File: src/rtl/txend_pkg.sv
package txend_pkg;

  // Why the flag changed in a cycle, in priority order
  typedef enum logic [2:0] {
    CAUSE_NONE   = 3'd0,
    CAUSE_LOWPWR = 3'd1,
    CAUSE_TEOFF  = 3'd2,
    CAUSE_CLEAR  = 3'd3,
    CAUSE_DONE   = 3'd4,
    CAUSE_PEND   = 3'd5
  } tend_cause_e;

  // Quiet time after parity, in half-etu ticks
  function automatic int unsigned half_etu_delay(input logic guard, input logic blk);
    if (guard)    return 2;
    else if (blk) return 3;
    else          return 5;
  endfunction

endpackage

File: src/rtl/txend_delay_cnt.sv
module txend_delay_cnt #(
  parameter int CNT_W = 3
) (
  input  logic             clk,
  input  logic             rst_n,
  input  logic             flush_i,
  input  logic             load_i,
  input  logic [CNT_W-1:0] load_val_i,
  input  logic             tick_i,
  output logic             done_o
);
  localparam logic [CNT_W-1:0] ONE = CNT_W'(1);

  logic [CNT_W-1:0] cnt_q;

  always_ff @(posedge clk or negedge rst_n) begin
    if (!rst_n)                      cnt_q <= '0;
    else if (flush_i)                cnt_q <= '0;
    else if (load_i)                 cnt_q <= load_val_i;
    else if (tick_i && cnt_q != '0)  cnt_q <= cnt_q - ONE;
  end

  assign done_o = tick_i && (cnt_q == ONE) && !load_i && !flush_i;
endmodule

File: src/rtl/txend_clr_qual.sv
module txend_clr_qual (
  input  logic clk,
  input  logic rst_n,
  input  logic lowpwr_i,
  input  logic tdre_i,
  input  logic sr_rd_i,
  input  logic sr_wr_i,
  input  logic sr_wr_tdre_i,
  input  logic dma_wr_i,
  output logic rd_seen_o,
  output logic clr_o
);
  logic rd_seen_q;

  always_ff @(posedge clk or negedge rst_n) begin
    if (!rst_n)                 rd_seen_q <= 1'b0;
    else if (lowpwr_i)          rd_seen_q <= 1'b0;
    else if (sr_wr_i)           rd_seen_q <= 1'b0;
    else if (sr_rd_i && tdre_i) rd_seen_q <= 1'b1;
  end

  assign rd_seen_o = rd_seen_q;
  assign clr_o     = dma_wr_i || (sr_wr_i && !sr_wr_tdre_i && rd_seen_q);
endmodule

File: src/rtl/sc_txend_ctrl.sv
module sc_txend_ctrl
  import txend_pkg::*;
#(
  parameter int CNT_W = 3
) (
  input  logic clk,
  input  logic rst_n,
  input  logic lowpwr_i,
  input  logic half_tick_i,
  input  logic tx_en_i,
  input  logic err_sig_i,
  input  logic tdre_i,
  input  logic guard_i,
  input  logic block_i,
  input  logic char_start_i,
  input  logic char_end_i,
  input  logic sr_rd_i,
  input  logic sr_wr_i,
  input  logic sr_wr_tdre_i,
  input  logic dma_wr_i,
  output logic tend_o
);
  logic             cnt_done;
  logic             clr_evt;
  logic             rd_seen;
  logic             te_off_set;
  logic             tend_q;
  logic             pend_q;
  logic [CNT_W-1:0] dly_ticks;
  tend_cause_e      cause;

  assign dly_ticks  = CNT_W'(half_etu_delay(guard_i, block_i));
  assign te_off_set = !tx_en_i && !err_sig_i;

  txend_delay_cnt #(.CNT_W(CNT_W)) u_cnt (
    .clk        (clk),
    .rst_n      (rst_n),
    .flush_i    (lowpwr_i || char_start_i),
    .load_i     (char_end_i),
    .load_val_i (dly_ticks),
    .tick_i     (half_tick_i),
    .done_o     (cnt_done)
  );

  txend_clr_qual u_clr (
    .clk          (clk),
    .rst_n        (rst_n),
    .lowpwr_i     (lowpwr_i),
    .tdre_i       (tdre_i),
    .sr_rd_i      (sr_rd_i),
    .sr_wr_i      (sr_wr_i),
    .sr_wr_tdre_i (sr_wr_tdre_i),
    .dma_wr_i     (dma_wr_i),
    .rd_seen_o    (rd_seen),
    .clr_o        (clr_evt)
  );

  always_comb begin
    if (lowpwr_i)                              cause = CAUSE_LOWPWR;
    else if (te_off_set)                       cause = CAUSE_TEOFF;
    else if (clr_evt || char_start_i)          cause = CAUSE_CLEAR;
    else if (cnt_done)                         cause = CAUSE_DONE;
    else if (pend_q && tdre_i && !err_sig_i)   cause = CAUSE_PEND;
    else                                       cause = CAUSE_NONE;
  end

  always_ff @(posedge clk or negedge rst_n) begin
    if (!rst_n) begin
      tend_q <= 1'b1;
      pend_q <= 1'b0;
    end else begin
      unique case (cause)
        CAUSE_LOWPWR, CAUSE_TEOFF, CAUSE_PEND: begin
          tend_q <= 1'b1;
          pend_q <= 1'b0;
        end
        CAUSE_CLEAR: begin
          tend_q <= 1'b0;
          pend_q <= 1'b0;
        end
        CAUSE_DONE: begin
          if (tdre_i && !err_sig_i) tend_q <= 1'b1;
          else                      pend_q <= 1'b1;
        end
        default: ;
      endcase
    end
  end

  assign tend_o = tend_q;
endmodule

File: config.mk
export PLATFORM = sky130hd
export DESIGN_NAME = sc_txend_ctrl
export DESIGN_NICKNAME = d
export VERILOG_FILES = /design/src/rtl/txend_pkg.sv /design/src/rtl/txend_delay_cnt.sv /design/src/rtl/txend_clr_qual.sv /design/src/rtl/sc_txend_ctrl.sv
export SDC_FILE = /design/constraint.sdc
export NUM_CORES = 1
export LEC_CHECK = 0
export BUFFER_PORTS_ARGS = -buffer_cell sky130_fd_sc_hd__buf_2
export CAP_MARGIN = 10
export CORE_AREA = 2 2 39 41
export DETAILED_ROUTE_END_ITERATION = 10
export DIE_AREA = 0 0 41 43
export GPL_TIMING_DRIVEN = 0
export HOLD_SLACK_MARGIN = 0.1
export SLEW_MARGIN = 20
export SYNTH_ARGS = -nofsm -noshare
export SYNTH_HDL_FRONTEND = slang
export SYNTH_HIERARCHICAL = 1
export SYNTH_SLANG_ARGS = --single-unit
File: constraint.sdc
create_clock -name clk -period 1.62 [get_ports clk]
set_input_delay 0.243 -clock clk [delete_from_list [all_inputs] [get_ports clk]]
set_output_delay 0.243 -clock clk [all_outputs]
set_load 0.01 [all_outputs]
==> results of run 1 <==
[cell usage after synthesis (all sizes together), types with 2 or more instances]
cell    n
nor3    2
nor2b   3
nor2    7
nand2   2
a211oi  2
ha      3
and4b   3
inv     6
dfrtp   5
[layer usage]
| layer | vias to the layer above | track usage (%) | routed length (um) |
|---|---|---|---|
| li1 | 204 | - | - |
| met4 | 0 | 8.00 | 0 |
| met3 | 0 | 3.14 | 16 |
| met2 | 4 | 18.4 | 416 |
| met1 | 180 | 13.9 | 368 |
| met5 | - | 0 | 0 |
[worst max path at each step]
stage | from | end | slack, ns
final | u_cnt/cnt_q[0] | u_cnt/cnt_q[0] | 0.24
after global routing | u_cnt/cnt_q[1] | u_cnt/cnt_q[0] | 0.13
after CTS | u_cnt/cnt_q[0] | u_cnt/cnt_q[0] | 0.23
after detailed placement | u_cnt/cnt_q[0] | u_cnt/cnt_q[0] | 0.24
after global placement | u_cnt/cnt_q[0] | u_cnt/cnt_q[0] | 0.27
after floorplan | u_cnt/cnt_q[0] | u_cnt/cnt_q[0] | 0.37
[flip-flops by register name, indices dropped and copies added, names as in the netlist]
signal,flops
pend_q,1
tend_o,1
u_clr/rd_seen_o,1
u_cnt/cnt_q,3
[through the flow]
| step | hold slack [ns] | std cells | util (%) | cell area [um^2] |
|---|---|---|---|---|
| global route | 0.166 | 82 | 39.2 | 543 |
| floorplan | -0.0526 | 46 | - | 412 |
| finish | 0.175 | 82 | 39.2 | 543 |
| global placement | 0.0730 | 77 | 36.6 | 507 |
| detailed placement | 0.0768 | 77 | 36.6 | 507 |
| CTS | 0.166 | 82 | 39.2 | 543 |
[critical path: stages (launching register included)]
cell and delay (ns):
dfrtp_1 0.41, inv_1 0.09, ha_1 0.16, nand2b_1 0.10, and4b_1 0.22, a2111oi_2 0.28
[cell type report]
type	count	area (um^2)	share of cell area [%]
multi-input cells	34	238	43.8
flip-flops and latches	6	151	27.9
repair buffers	16	85.1	15.7
clock buffers	4	26.3	4.84
inverters	6	22.5	4.15
well taps	16	20.0	3.69
[where the power goes]
part,switching [mW],internal [mW],leakage (nW)
combinational,0.0367,0.0333,0.178
clock,0.0607,0.0937,0.0150
sequential,0.00424,0.158,0.0787
[kinds of logic (layout without fill, tap and decap cells)]
kind of cell / Yosys count / after routing / synth area share (%)
AO/OA/AOI/OAI: 8 / 8 / 15.8
adder cells (fa/ha/maj): 3 / 3 / 9.12
buffers and inverters: 6 / 26 / 5.47
flip-flops: 6 / 6 / 36.8
AND/OR/NAND/NOR: 23 / 23 / 32.8
[repair_timing]
item,4_1_cts,5_1_grt
hold endpoints to repair,6,0
setup endpoints to repair,0,0
hold buffers,1,0
==> run_results.csv, run 1 <==
group,metric,value,unit
sta,fmax,0.725,GHz
synth,synth_ff_type,"dfrtp_1",
synth,ys_seq_area_share,36.8,%
sta,fin_crit,1.38,ns
pwr,power.density,712,mW/mm^2
route,ant_nets,0,
hold_path,min_to,"u_clr/rd_seen_o",
grt,antenna_found_initial,0,
die,ios,16,
synth,synth-edff-count,0,
pwr,total_power,0.386,mW
placed_design,place_ws,0.243,ns
critical_path,r2r_slack,0.24,ns
critical_path,r2r_cells,5,
hold_path,hp-start,"sr_wr_i",
sta,tns,0,ns
run,maxCapViolations,0,
die,core-area,0.00138,mm^2
synth,ys_warn_count,6,
sta,worst_clock_skew,0.00442,ns
pwr,p_leak,0.272,nW
clocking,tritoncts,"done",
route,drt_iter0_markers,9,
clocking,cts_setup_buffers,0,
critical_path,crit_fanout,4,
synth,syn_area,412,um^2
route,num_vias,388,
route,wl,801,um
clocking,clock_latency,0.25,ns
critical_path,critPathCaptureType,"flop",
clocking,path_clk_slew,0.05,ns
synth,synth_top_area_share,30.4,%
layout,n_antenna_cell,0,
grt,grt.total_usage,12.1,%
layout,nFillCells,137,
sta,timing.final.ws_setup,0.240,ns
placed_design,place_hpwl,651,um
synth,syn_area_per_cell,8.95,um^2
grt,grt_overflow,0,
route,post-route-drc-count,0,
clocking,clock_sinks,6,
synth,synthArstFlopShare,100,%
sta,worst_pin_slew,0.275,ns
die,initial_core_util,29.7,%
critical_path,r2r_end,"u_cnt/cnt_q[0]",
layout,area_growth,31.9,%
critical_path,worst_setup_path_start_kind,"flop",
die,rows,14,
route,dr.pass1.iters,4,
route,wl_per_cell,9.77,um
sta,rsz0062_at_grt,"false",
pwr,ir_drop,0.000250,V
synth,synthCells,46,
outcome,status,"finished, final reports clean",
sta,slew_violations,0,
synth,syn-num-nets,64,
layout,nNetsFinal,85,
placed_design,io_buffers,15,
sta,hold_violations,0,
layout,drive_above_1_share,31.8,%
sta,timing.slew.headroom,81.6,%
synth,ys_ff_latch,6,
die,die_h,43,um
synth,yosysTopAreaCell,"dfrtp_1",
synth,yosys-top-cells-area,"dfrtp_1 (30%), ha_1 (9.1%), and4b_1 (7.3%)",
layout,mostFrequentLayoutCells,"buf_2 (15), nor2_1 (7), inv_1 (6)",
synth,synthDistinctLibCells,23,
hold_path,hold_depth,2,
grt,grt_max_degree,10,
critical_path,arrival,1.51,ns
critical_path,criticalPathCategory,"reg -> reg",
critical_path,r2r_start,"u_cnt/cnt_q[0]",
sta,setup_viol,0,
clocking,cts_resized,0,
critical_path,critical_path_required,1.75,ns
layout,final_common_cell,"buf_2",
clocking,clockRootBuffer,"clkbuf_4",
hold_path,hold_class,"in -> reg",
grt,grt_pass1_vias,366,
route,via_per_inst,4.73,
clocking,cts-buffers-inserted,3,
clocking,cts_max_path_buffers,2,
grt,grt_pass1_wl,1420,um
clocking,htree_levels,1,
die,dieWidth,41,um
die,die_area,0.00176,mm^2
sta,timing.final.crit_share,85.2,%
placed_design,gp_congestion,0.739,
Note: power is estimated with default switching activity, not from simulation.
==> run 2, diff against run 1 <==
Settings changed: ABC_AREA set to 1.
==> run 2 against run 1 <==
Against the previous run:
- sequential power rose by 2%
- largest power group unchanged
- first-iteration DRC count fell by 89%
- die area did not move
- combinational power rose by 34%
==> run_results.csv, run 2 <==
group,metric,value,unit
grt,grt_pass1_vias,445,
synth,yosys-top-cells-area,"dfrtp_1 (25%), nand2_1 (15%), inv_1 (12%)",
clocking,clock_sinks,6,
grt,grt.total_usage,13.2,%
route,wl_per_cell,7.91,um
layout,mostFrequentLayoutCells,"nand2_1 (21), inv_1 (16), buf_2 (15)",
sta,hold_violations,0,
synth,synthDistinctLibCells,18,
synth,ys_ff_latch,6,
sta,rsz0062_at_grt,"false",
placed_design,gp_congestion,0.695,
die,die_area,0.00176,mm^2
sta,worst_pin_slew,0.230,ns
layout,n_antenna_cell,0,
critical_path,cp_slowest_cell,"dfrtp_1",
critical_path,worst_setup_path_start_kind,"flop",
layout,largest_register_ffs,3,
synth,synthCells,76,
critical_path,critical_path_required,1.78,ns
layout,utilization,46.4,%
clocking,htree_levels,1,
run,maxCapViolations,0,
layout,area_growth,25.7,%
critical_path,critical_path.top_delay_family,"simple AND/OR/NAND/NOR gates",
synth,yosysTopAreaCell,"dfrtp_1",
sta,slew_violations,0,
grt,antenna_found_initial,0,
sta,worst_clock_skew,0.00537,ns
critical_path,criticalPathCategory,"reg -> reg",
synth,synth_ff_type,"dfrtp_1",
sta,fin_crit,1.28,ns
sta,timing.slew.headroom,84.5,%
layout,top_register,"u_cnt/cnt_q",
sta,fmax,0.779,GHz
placed_design,io_buffers,15,
pwr,power.density,627,mW/mm^2
synth,synth_top_area_share,24.5,%
pwr,ir_drop,0.000414,V
clocking,clock_latency,0.24,ns
layout,drive_above_1_share,33.3,%
pwr,p_leak,0.370,nW
critical_path,path_buf_inv,2,
synth,synth_common_cells,"nand2_1 (21), inv_1 (16), nor2_1 (7), dfrtp_1 (5), nand2_2 (5)",
route,drt_iter0_markers,1,
critical_path,critPathMaxStageDelay,0.37,ns
synth,ys_seq_area_share,29.7,%
sta,timing.final.crit_share,79.2,%
route,dr.pass1.iters,2,
clocking,tritoncts,"done",
hold_path,hold_class,"in -> reg",
synth,yosysMostFrequentCell,"nand2_1",
layout,final_common_cell,"nand2_1",
die,rows,14,
route,num_vias,473,
outcome,status,"finished, final reports clean",
route,wl,886,um
critical_path,crit_top_cell,"nand2_1",
synth,syn-num-nets,94,
synth,ys_warn_count,6,
clocking,path_clk_slew,0.05,ns
clocking,cts_max_path_buffers,2,
critical_path,cp_cell_sequence,"inv_1, ha_1, nand3_1, nor2_1, inv_1, nand4_2, nand2_1, nand2_1, nand2_1",
synth,synth-edff-count,0,
synth,synthArstFlopShare,100,%
synth,syn_area,510,um^2
clocking,clockRootBuffer,"clkbuf_4",
clocking,cts-buffers-inserted,3,
layout,nNetsFinal,115,
die,dieWidth,41,um
synth,syn_area_per_cell,6.72,um^2
critical_path,arrival,1.45,ns
critical_path,crit_fanout,3,
die,die_h,43,um
sta,tns,0,ns
route,post-route-drc-count,0,
grt,grt_overflow,0,
grt,grt_pass1_wl,1650,um
die,core-area,0.00138,mm^2
route,via_per_inst,4.22,
grt,grt_max_degree,7,
placed_design,place_hpwl,769,um
die,ios,16,
die,initial_core_util,36.9,%
route,ant_nets,0,
critical_path,critPathCaptureType,"flop",
sta,setup_viol,0,
## run 2: final cells by class
| type | instances | area, um^2 |
|---|---|---|
| tap | 16 | 20.0 |
| timing repair buffer | 16 | 85.1 |
| multi-input combinational | 52 | 290 |
| clock buffer | 4 | 26.3 |
| fill | 149 | 742 |
| sequential | 6 | 151 |
| inverter | 18 | 68.8 |
## run 2: power breakdown
part	switching, mW	internal, mW
combinational	0.0525	0.0411
clock	0.0501	0.0930
sequential	0.00562	0.160
total	0.108	0.294
## run 2: layer usage
metal	track usage (%)	vias to the layer above	wire, um
met2	20.9	6	428
met3	3.14	0	28
met1	17.1	200	429
li1	-	267	-
met5	0	-	0
met4	4.00	0	0
## run 2: cell families after synthesis
logic type,synth area share (%)
flops,29.7
fa+ha+maj,7.35
compound gates,7.35
simple gates,42.2
buf+inv,13.5
## run 2: final timing paths
path	startpoint	to	slack (ns)	depth (start not counted)
worst max-delay path	u_cnt/cnt_q[1]	tend_o	0.34	9
worst min-delay path	sr_wr_i	u_clr/rd_seen_o	0.26	4
worst max register to register	u_cnt/cnt_q[1]	tend_o	0.34	9
worst min register to register	tend_o	tend_o	0.46	2
max in group asynchronous	rst_n	tend_o	1.05	2
min in group asynchronous	rst_n	u_cnt/cnt_q[2]	0.35	2
## run 2: tightest hold or removal path, stage by stage
cell and delay, ns:
buf_2 0.08, nor2_1 0.04, nand2_1 0.05, inv_1 0.03
## run 2: stage by stage
step | setup slack [ns] | hold WS, ns | std cells | power (mW) | instance area [um^2]
CTS | 0.308 | 0.246 | 112 | 0.414 | 642
detailed placement | 0.169 | 0.0704 | 107 | 0.261 | 606
global route | 0.184 | 0.289 | 112 | 0.442 | 642
floorplan | 0.475 | -0.0526 | 76 | 0.226 | 510
finish | 0.337 | 0.257 | 112 | 0.402 | 642
global placement | 0.241 | 0.0700 | 107 | 0.260 | 606
## run 2: repair_timing
| action | in CTS | in global routing |
|---|---|---|
| hold endpoints to repair | 6 | 0 |
| hold buffers | 1 | 0 |
| buffers inserted | 0 | 0 |
| gates resized for setup | 0 | 0 |
